[src/rtl/doorbell_pkg.sv]
package doorbell_pkg;
  typedef enum logic [1:0] {
    WIN_ENABLE = 2'd0,
    WIN_SET    = 2'd1,
    WIN_CLEAR  = 2'd2,
    WIN_NONE   = 2'd3
  } win_e;
endpackage

[src/rtl/doorbell_decode.sv]
module doorbell_decode
  import doorbell_pkg::*;
#(
  parameter int ADDR_W    = 8,
  parameter int NUM_CORES = 4,
  parameter int MBOX_PER  = 4
) (
  input  logic [ADDR_W-1:0]                         addr,
  output win_e                                      win,
  output logic [$clog2(NUM_CORES*MBOX_PER)-1:0]     word_idx,
  output logic                                      core_ok
);
  localparam int WORDS  = NUM_CORES * MBOX_PER;
  localparam int IDX_W  = $clog2(WORDS);
  localparam int WIN_LG = IDX_W + 2;

  logic [ADDR_W-1:0] top_bits;
  logic [ADDR_W-1:0] word_bits;
  logic [ADDR_W-1:0] above;

  always_comb begin
    top_bits  = addr >> WIN_LG;
    word_bits = addr >> 2;
    above     = addr >> (WIN_LG + 2);
    word_idx  = word_bits[IDX_W-1:0];
    core_ok   = ({1'b0, word_idx} < (IDX_W+1)'(NUM_CORES));
    if (above != '0) win = WIN_NONE;
    else             win = win_e'(top_bits[1:0]);
  end
endmodule

[src/rtl/doorbell_bank.sv]
module doorbell_bank #(
  parameter int DATA_W = 32,
  parameter int WORDS  = 16,
  parameter int IDX_W  = 4
) (
  input  logic                          clk,
  input  logic                          rst,
  input  logic                          set_en,
  input  logic                          clr_en,
  input  logic [IDX_W-1:0]              idx,
  input  logic [DATA_W-1:0]             mask,
  output logic [WORDS-1:0][DATA_W-1:0]  mbox
);
  for (genvar w = 0; w < WORDS; w++) begin : g_word
    logic hit;
    logic [DATA_W-1:0] set_m, clr_m;
    always_comb begin
      hit   = (idx == IDX_W'(w));
      set_m = (set_en && hit) ? mask : '0;
      clr_m = (clr_en && hit) ? mask : '0;
    end
    always_ff @(posedge clk) begin
      if (rst) mbox[w] <= '0;
      else     mbox[w] <= (mbox[w] & ~clr_m) | set_m;
    end
  end
endmodule

[src/rtl/doorbell_irq.sv]
module doorbell_irq #(
  parameter int DATA_W    = 32,
  parameter int NUM_CORES = 4,
  parameter int MBOX_PER  = 4
) (
  input  logic                                          clk,
  input  logic                                          rst,
  input  logic [NUM_CORES-1:0][MBOX_PER-1:0]            enable,
  input  logic [NUM_CORES*MBOX_PER-1:0][DATA_W-1:0]     mbox,
  output logic [NUM_CORES-1:0]                          irq
);
  for (genvar c = 0; c < NUM_CORES; c++) begin : g_core
    logic [MBOX_PER-1:0] live;
    for (genvar m = 0; m < MBOX_PER; m++) begin : g_mb
      assign live[m] = enable[c][m] && (mbox[c*MBOX_PER+m] != '0);
    end
    always_ff @(posedge clk) begin
      if (rst) irq[c] <= 1'b0;
      else     irq[c] <= |live;
    end
  end
endmodule

[src/rtl/core_doorbell_hub.sv]
module core_doorbell_hub
  import doorbell_pkg::*;
#(
  parameter int ADDR_W    = 8,
  parameter int DATA_W    = 32,
  parameter int NUM_CORES = 4,
  parameter int MBOX_PER  = 4
) (
  input  logic                 clk,
  input  logic                 rst,
  input  logic                 bus_wr,
  input  logic                 bus_rd,
  input  logic [ADDR_W-1:0]    bus_addr,
  input  logic [DATA_W-1:0]    bus_wdata,
  output logic [DATA_W-1:0]    bus_rdata,
  output logic                 bus_rvalid,
  output logic [NUM_CORES-1:0] irq_out
);
  localparam int WORDS  = NUM_CORES * MBOX_PER;
  localparam int IDX_W  = $clog2(WORDS);
  localparam int CORE_W = $clog2(NUM_CORES);

  win_e                                   win;
  logic [IDX_W-1:0]                       word_idx;
  logic                                   core_ok;
  logic [CORE_W-1:0]                      core_sel;
  logic [WORDS-1:0][DATA_W-1:0]           mbox_q;
  logic [NUM_CORES-1:0][MBOX_PER-1:0]     ctrl_q;
  logic                                   set_en, clr_en, ctl_en;
  logic [DATA_W-1:0]                      rd_next;

  doorbell_decode #(.ADDR_W(ADDR_W), .NUM_CORES(NUM_CORES), .MBOX_PER(MBOX_PER)) u_dec (
    .addr(bus_addr), .win(win), .word_idx(word_idx), .core_ok(core_ok)
  );

  assign core_sel = word_idx[CORE_W-1:0];
  assign set_en   = bus_wr && (win == WIN_SET);
  assign clr_en   = bus_wr && (win == WIN_CLEAR);
  assign ctl_en   = bus_wr && (win == WIN_ENABLE) && core_ok;

  doorbell_bank #(.DATA_W(DATA_W), .WORDS(WORDS), .IDX_W(IDX_W)) u_bank (
    .clk(clk), .rst(rst), .set_en(set_en), .clr_en(clr_en),
    .idx(word_idx), .mask(bus_wdata), .mbox(mbox_q)
  );

  always_ff @(posedge clk) begin
    if (rst) ctrl_q <= '0;
    else if (ctl_en) ctrl_q[core_sel] <= bus_wdata[MBOX_PER-1:0];
  end

  doorbell_irq #(.DATA_W(DATA_W), .NUM_CORES(NUM_CORES), .MBOX_PER(MBOX_PER)) u_irq (
    .clk(clk), .rst(rst), .enable(ctrl_q), .mbox(mbox_q), .irq(irq_out)
  );

  always_comb begin
    rd_next = '0;
    if (win == WIN_CLEAR) rd_next = mbox_q[word_idx];
    else if (win == WIN_ENABLE && core_ok) rd_next[MBOX_PER-1:0] = ctrl_q[core_sel];
  end

  always_ff @(posedge clk) begin
    if (rst) begin
      bus_rdata  <= '0;
      bus_rvalid <= 1'b0;
    end else begin
      bus_rvalid <= bus_rd;
      if (bus_rd) bus_rdata <= rd_next;
    end
  end
endmodule

[config.mk]
export PLATFORM = sky130hd
export DESIGN_NAME = core_doorbell_hub
export DESIGN_NICKNAME = d
export VERILOG_FILES = /design/src/rtl/doorbell_pkg.sv /design/src/rtl/doorbell_decode.sv /design/src/rtl/doorbell_bank.sv /design/src/rtl/doorbell_irq.sv /design/src/rtl/core_doorbell_hub.sv
export SDC_FILE = /design/constraint.sdc
export NUM_CORES = 1
export LEC_CHECK = 0
export BUFFER_PORTS_ARGS = -buffer_cell sky130_fd_sc_hd__buf_2
export CAP_MARGIN = 5
export CORE_AREA = 2 2 248 250
export CTS_CLUSTER_DIAMETER = 40
export DETAILED_ROUTE_END_ITERATION = 16
export DIE_AREA = 0 0 250 252
export PLACE_DENSITY = 0.59
export SYNTH_ARGS = -nofsm -noshare
export SYNTH_HDL_FRONTEND = slang
export SYNTH_SLANG_ARGS = --single-unit
export TNS_END_PERCENT = 30
[constraint.sdc]
create_clock -name clk -period 1.44 [get_ports clk]
set_input_delay 0.072 -clock clk [delete_from_list [all_inputs] [get_ports clk]]
set_output_delay 0.072 -clock clk [all_outputs]
set_load 0.005 [all_outputs]
# After elaboration in Yosys (flattened, before gate mapping)
# Index checks and enable logic that the tools add are counted.
# W data, S select, Z words.
# op_classes
n_bitwise	48
magnitude_cmp	4
n_eq_ne	17
muxes	42
reduce_logical	76
# ops
cell	count
$mux W32	33
$and A32 B32 Y32	16
$not A32 Y32	16
$or A32 B32 Y32	16
$reduce_bool A32 Y1	16
$bmux W32 S4	1
$logic_and A1 B1 Y1	54
$eq A4 B4 Y1 const B	8
$mux W28	1
$bwmux W16	1
$eq A4 B3 Y1 const B	4
$mux W4	4
$reduce_or A4 Y1	4
$bmux W4 S2	1
$demux W4 S2	1
$eq A4 B2 Y1 const B	2
$lt A4 B5 Y1 const B	1
$eq A4 B1 Y1 const B	1
$logic_not A4 Y1	1
$lt A4 B3 Y1 const B	1
$lt A2 B3 Y1 const B	1
$eq A2 B1 Y1 const B	1
$eq A2 B2 Y1 const B	1
$ge A2 B1 Y1 const B	1
$logic_not A2 Y1	1
# word_totals
out_inout_bits	37
regBits	565
elab_cells	213
inputBits	44

# Longest topological paths before layout
# logic_depth
word_depth	7
ltp_mapped	8
mapped_depth_nobuf	4

# By module
# Synthesis repeated with hierarchy kept, for this count alone.
# hier_totals
cells_unflattened	3159
hier_area_um2	28061.9
# modules_own_cells
module	instances	area_each_um2	seq_area_each_um2	cells_each
doorbell_bank	1	20928.8	10249.8	2530
core_doorbell_hub	1	5863.1	980.9	438
doorbell_irq	1	1221.2	80.1	184
doorbell_decode	1	48.8	0.0	7

# Least setup slack after synthesis
# OpenSTA, ideal clock, no wires.
# synth_path
path_kind	input port to flip-flop
start	input port bus_addr[3]
end	register bus_rdata[13]
arrival_time_ns	1.463
required_ns	1.326
path_buffers	3
cell_stages	7
setup_time_ns	0.114
slack_ns	-0.137
path_cell_list	buf_2 -> buf_2 -> clkbuf_1 -> mux4_2 -> mux2i_1 -> o22ai_1 -> a21o_1
# synth_via
elab_chain_len	3
# synth_rtl
element	line	text
from (decl)	core_doorbell_hub.sv:13	input logic [ADDR_W-1:0] bus_addr,
$bmux W32 S4	core_doorbell_hub.sv:57	if (win == WIN_CLEAR) rd_next = mbox_q[word_idx];
$mux W32 (implied by the code)	core_doorbell_hub.sv:57	
$mux W28	core_doorbell_hub.sv:57	
to (signal assigned)	core_doorbell_hub.sv:67	if (bus_rd) bus_rdata <= rd_next;
to (decl)	core_doorbell_hub.sv:15	output logic [DATA_W-1:0] bus_rdata,
# No other way between the ends. The select of a mux whose other input is x is not followed.
# A chain may end at the register's enable or synchronous reset.

# Final worst setup path
# layout_path
start	register u_bank.mbox[494] (netlist name)
end	register u_irq.irq[3]
# layout_via
elab_chain_len	3
# layout_rtl
element	line	text
from (decl)	doorbell_bank.sv:12	output logic [WORDS-1:0][DATA_W-1:0] mbox
from (signal, indexed assignment)	doorbell_bank.sv:24	else mbox[w] <= (mbox[w] & ~clr_m) | set_m;
$reduce_bool A32 Y1	doorbell_irq.sv:15	assign live[m] = enable[c][m] && (mbox[c*MBOX_PER+m] != '0);
$logic_and A1 B1 Y1	doorbell_irq.sv:15	
$reduce_or A4 Y1	doorbell_irq.sv:19	else irq[c] <= |live;
to (signal, indexed assignment)	doorbell_irq.sv:19	
to (decl)	doorbell_irq.sv:10	output logic [NUM_CORES-1:0] irq
# No other way between the ends.

==> impl_results.md <==
- Hold path depth: 5
- Clock Path Buffers: 3
- Slowest cell on crit path: nor4_1
- GPL Wtd Cong: around 0.96
- Final period util: 1.16
- Die area: around 0.063 mm2
- Worst r2r src: u_bank.mbox[494]
- Top cell type's share of synthesized area: 0.441
- Largest family of logic cells by synthesized area: compound AO/OA/AOI/OAI gates
- Worst-path cell chain: nor4_1 -> buf_4 -> nand4_1 -> o21ai_1 -> a41oi_1
- Reg area: 0.0114 mm2
- Post-synthesis sequential area ratio: 0.441
- Tightest Pin Transition: about 0.89 ns
- Area grow syn2layout: 37.0%
- Synth area leader: dfxtp_1
- CORE AREA: 0.0601 mm2
- Initial DRC count: roughly 3100
- Synth Area in Compound Gates: 0.223
- Sw Ratio: 0.244
- Synth warnings: 0
- Reg2reg end: u_irq.irq[3]
- Seq cells post-synth: approximately 570
- Static Leak: 13.3 nW
- Worst min path class: in2reg
- Relative slew slack: 0.405
- Comb pwr share: 0.063
- Layout Skew: 0.0172 ns
- Worst Path Required: roughly 1.9 ns
- Status: complete, but fails checks
- Hold path endpoint: bus_rdata[0]
- Fin cells: between 4000 and 5000
- Violated checks: negative setup slack
- Area of the multi-input gates: about 0.014 mm2
- Gr usage total: 0.337
- Synth Area in Adders: 0
- Fillcell total: about 5000
- Buf/Inv on CP: 1
- Worst-Skew Late Latency: around 0.63 ns
- Crit-path max FO: 2
- Fmax: between 500 and 600 MHz
- Placed cell area: slightly above 0.03 mm2
- Tightest hold margin: approximately 0.14 ns
- Final setup violation count: 34
- Sequential power share: 0.388
- Pre-Repair DR Iteration Count: 7
- Top cells by area, synth: dfxtp_1 44%, mux4_2 11%, a21oi_1 10%
- Placed Instances: 4090
- Post-Syn Area: 0.0257 mm2
- Hold Startpoint: bus_addr[7]
- Most common cell after layout, fill and taps aside: nand2_1
- Row count: 90
- Max Slew Vio Count: 0
- Reg2reg setup slack: -0.23 ns
- PortBufs: 78
- Min cycle time layout: 1.67 ns
- First-pass GRT wire length: approximately 160000 um
- Power per cell area: approximately 1200 mW/mm2
- Multiplexer area fraction after synthesis: 0.146
- Via count: ~27000
- Final core occ: 0.585
- Critical Path End Type: register
- Synth Area in XOR/XNOR: 0
- Final nets: about 3500
- Largest net degree at the start of global routing: approximately 110
- Vias/cell: between 6 and 7
- Starting Density: 0.427
- Gr ovfl total: 0
- Net Count, Synth: around 3000
- Net Sw Power: roughly 0.0099 W
- Root Driver: clkbuf_16
- Cts bufs inserted: 88
- Final-report hold violation count: 0
- Crit path kind: reg2reg
- Vias in the first global route: ~26000
- P_int: slightly above 0.03 W
- CTS tree: done
- Setup TNS: -2.58 ns
- Syn Area/Cell: between 8 and 9 um2
- # DRC: 0
- Top delay family on crit path: simple AND/OR/NAND/NOR gates
- Post-synthesis simple-gate area fraction: 0.135
- Post-DP HPWL: roughly 73000 um
- Die width: about 250 um
- RSZ-0062 raised after global routing: yes
- Clk slew on worst S/H paths: around 0.06 ns
- Layout cells sized above 1: 0.317
- H-Tree Depth: 3
- Mapped Cells: around 3000
- DRT Wirelength: about 110000 um
- Max incr delay on CP: ~0.44 ns
- ANT nets after route: 0
- Yosys cell types: 39
- Most frequent cells in the layout: 517 x nand2_1, 512 x a21oi_1, 487 x dfxtp_1, 463 x buf_4, 451 x o21ai_0
- Initial antenna violation count: 1
- Design Area, Final: ~0.035 mm2
- WP data arrival: about 2.2 ns
- Max_cap viols: 0
- Die height: between 200 and 300 um
- R2R depth: 5
- Setup ws final: -0.233 ns
- Clock Power Share: 0.549
- Max VDD drop: 0.709 mV
- CP startpoint kind: register
- Routed len/inst: 25.2 um
- Clk sink count: approximately 570
- Ports: just over 80
## flip-flops by register name, indices dropped and copies added, names as in the netlist
register,flops
u_irq.irq,4
ctrl_q,16
bus_rvalid,1
bus_rdata,32
u_bank.mbox,512
## through the flow
stage	setup slack (ns)	power (W)
6_report	-0.233	0.0406
5_1_grt	-0.245	0.0415
4_1_cts	-0.222	0.0406
3_5_place_dp	-0.576	0.0185
3_3_place_gp	-0.575	0.0184
2_1_floorplan	-0.00953	0.0174
## power groups by stage
stage                     logic (W)  registers (W)  clock network [W]
after global routing        0.00264         0.0158             0.0231
after global placement      0.00235         0.0161                  0
after detailed placement    0.00237         0.0161                  0
after CTS                   0.00248         0.0158             0.0224
final                       0.00256         0.0158             0.0223
after floorplan             0.00129         0.0161                  0
## cells in the mapped netlist, drive strengths merged
cell       n
a21oi    512
o22ai     28
nand3     16
nand3b     2
nor3       9
o41a       1
inv       32
and2       1
a21o      28
dfxtp    565
and3b      2
nor3b      2
mux2       2
nor2      20
nor2b      9
a41oi      4
mux2i     78
a311oi     1
nand2b     4
a31oi      3
mux4     131
a2111oi    1
o22a       3
clkbuf   225
nor4     135
o21ai    531
and2b      1
nand2    517
or3b       1
buf       83
nand4     36
## timing repair
item | in CTS | in global routing
gates resized for setup | 175 | 86
hold buffers | 35 | 0
buffers inserted | 3 | 0
cloned | 0 | 0
endpoints found under the hold margin | 526 | 0
setup endpoints to repair | 32 | 36
pin swaps | 41 | 16
## layout make-up
cell class              count  area share
flip-flops and latches    565       0.325
clock inverters            54      0.0180
inverters                  32     0.00342
well taps                 782      0.0278
diodes                      1   0.0000712
multi-input cells        2078       0.393
repair buffers            667       0.163
clock buffers             110      0.0702
## how the worst max path moves through the flow
stage,endpoint,from,depth (start not counted)
after global routing,u_irq.irq[2],u_bank.mbox[300],5
final,u_irq.irq[3],u_bank.mbox[494],5
after floorplan,bus_rdata[10],bus_addr[2],7
after CTS,u_irq.irq[1],u_bank.mbox[147],5
after detailed placement,u_irq.irq[3],u_bank.mbox[498],6
after global placement,u_irq.irq[0],u_bank.mbox[29],5
## tightest hold or removal path, delay by kind of cell
family                 cells  cell delay (ns)
and+or+nand+nor            2             0.23
buffers and inverters      2             0.28
AOI/OAI and AO/OA          1             0.10
## per-layer routing
layer / track usage / share of wire / up-vias
li1: - / - / 11700
met2: 0.527 / 0.45 / 1795
met5: 0 / 0 / -
met1: 0.441 / 0.39 / 13000
met3: 0.0728 / 0.11 / 325
met4: 0.172 / 0.050 / 0
## cell families (layout without fill, tap and decap cells)
| kind of cell | count (synthesis) | in the layout |
|---|---|---|
| DFF | 565 | 565 |
| other | 0 | 1 |
| muxes | 211 | 211 |
| and+or+nand+nor | 755 | 755 |
| buffers and inverters | 340 | 863 |
| AOI/OAI and AO/OA | 1112 | 1112 |
Power figures use the tool's default switching activity.
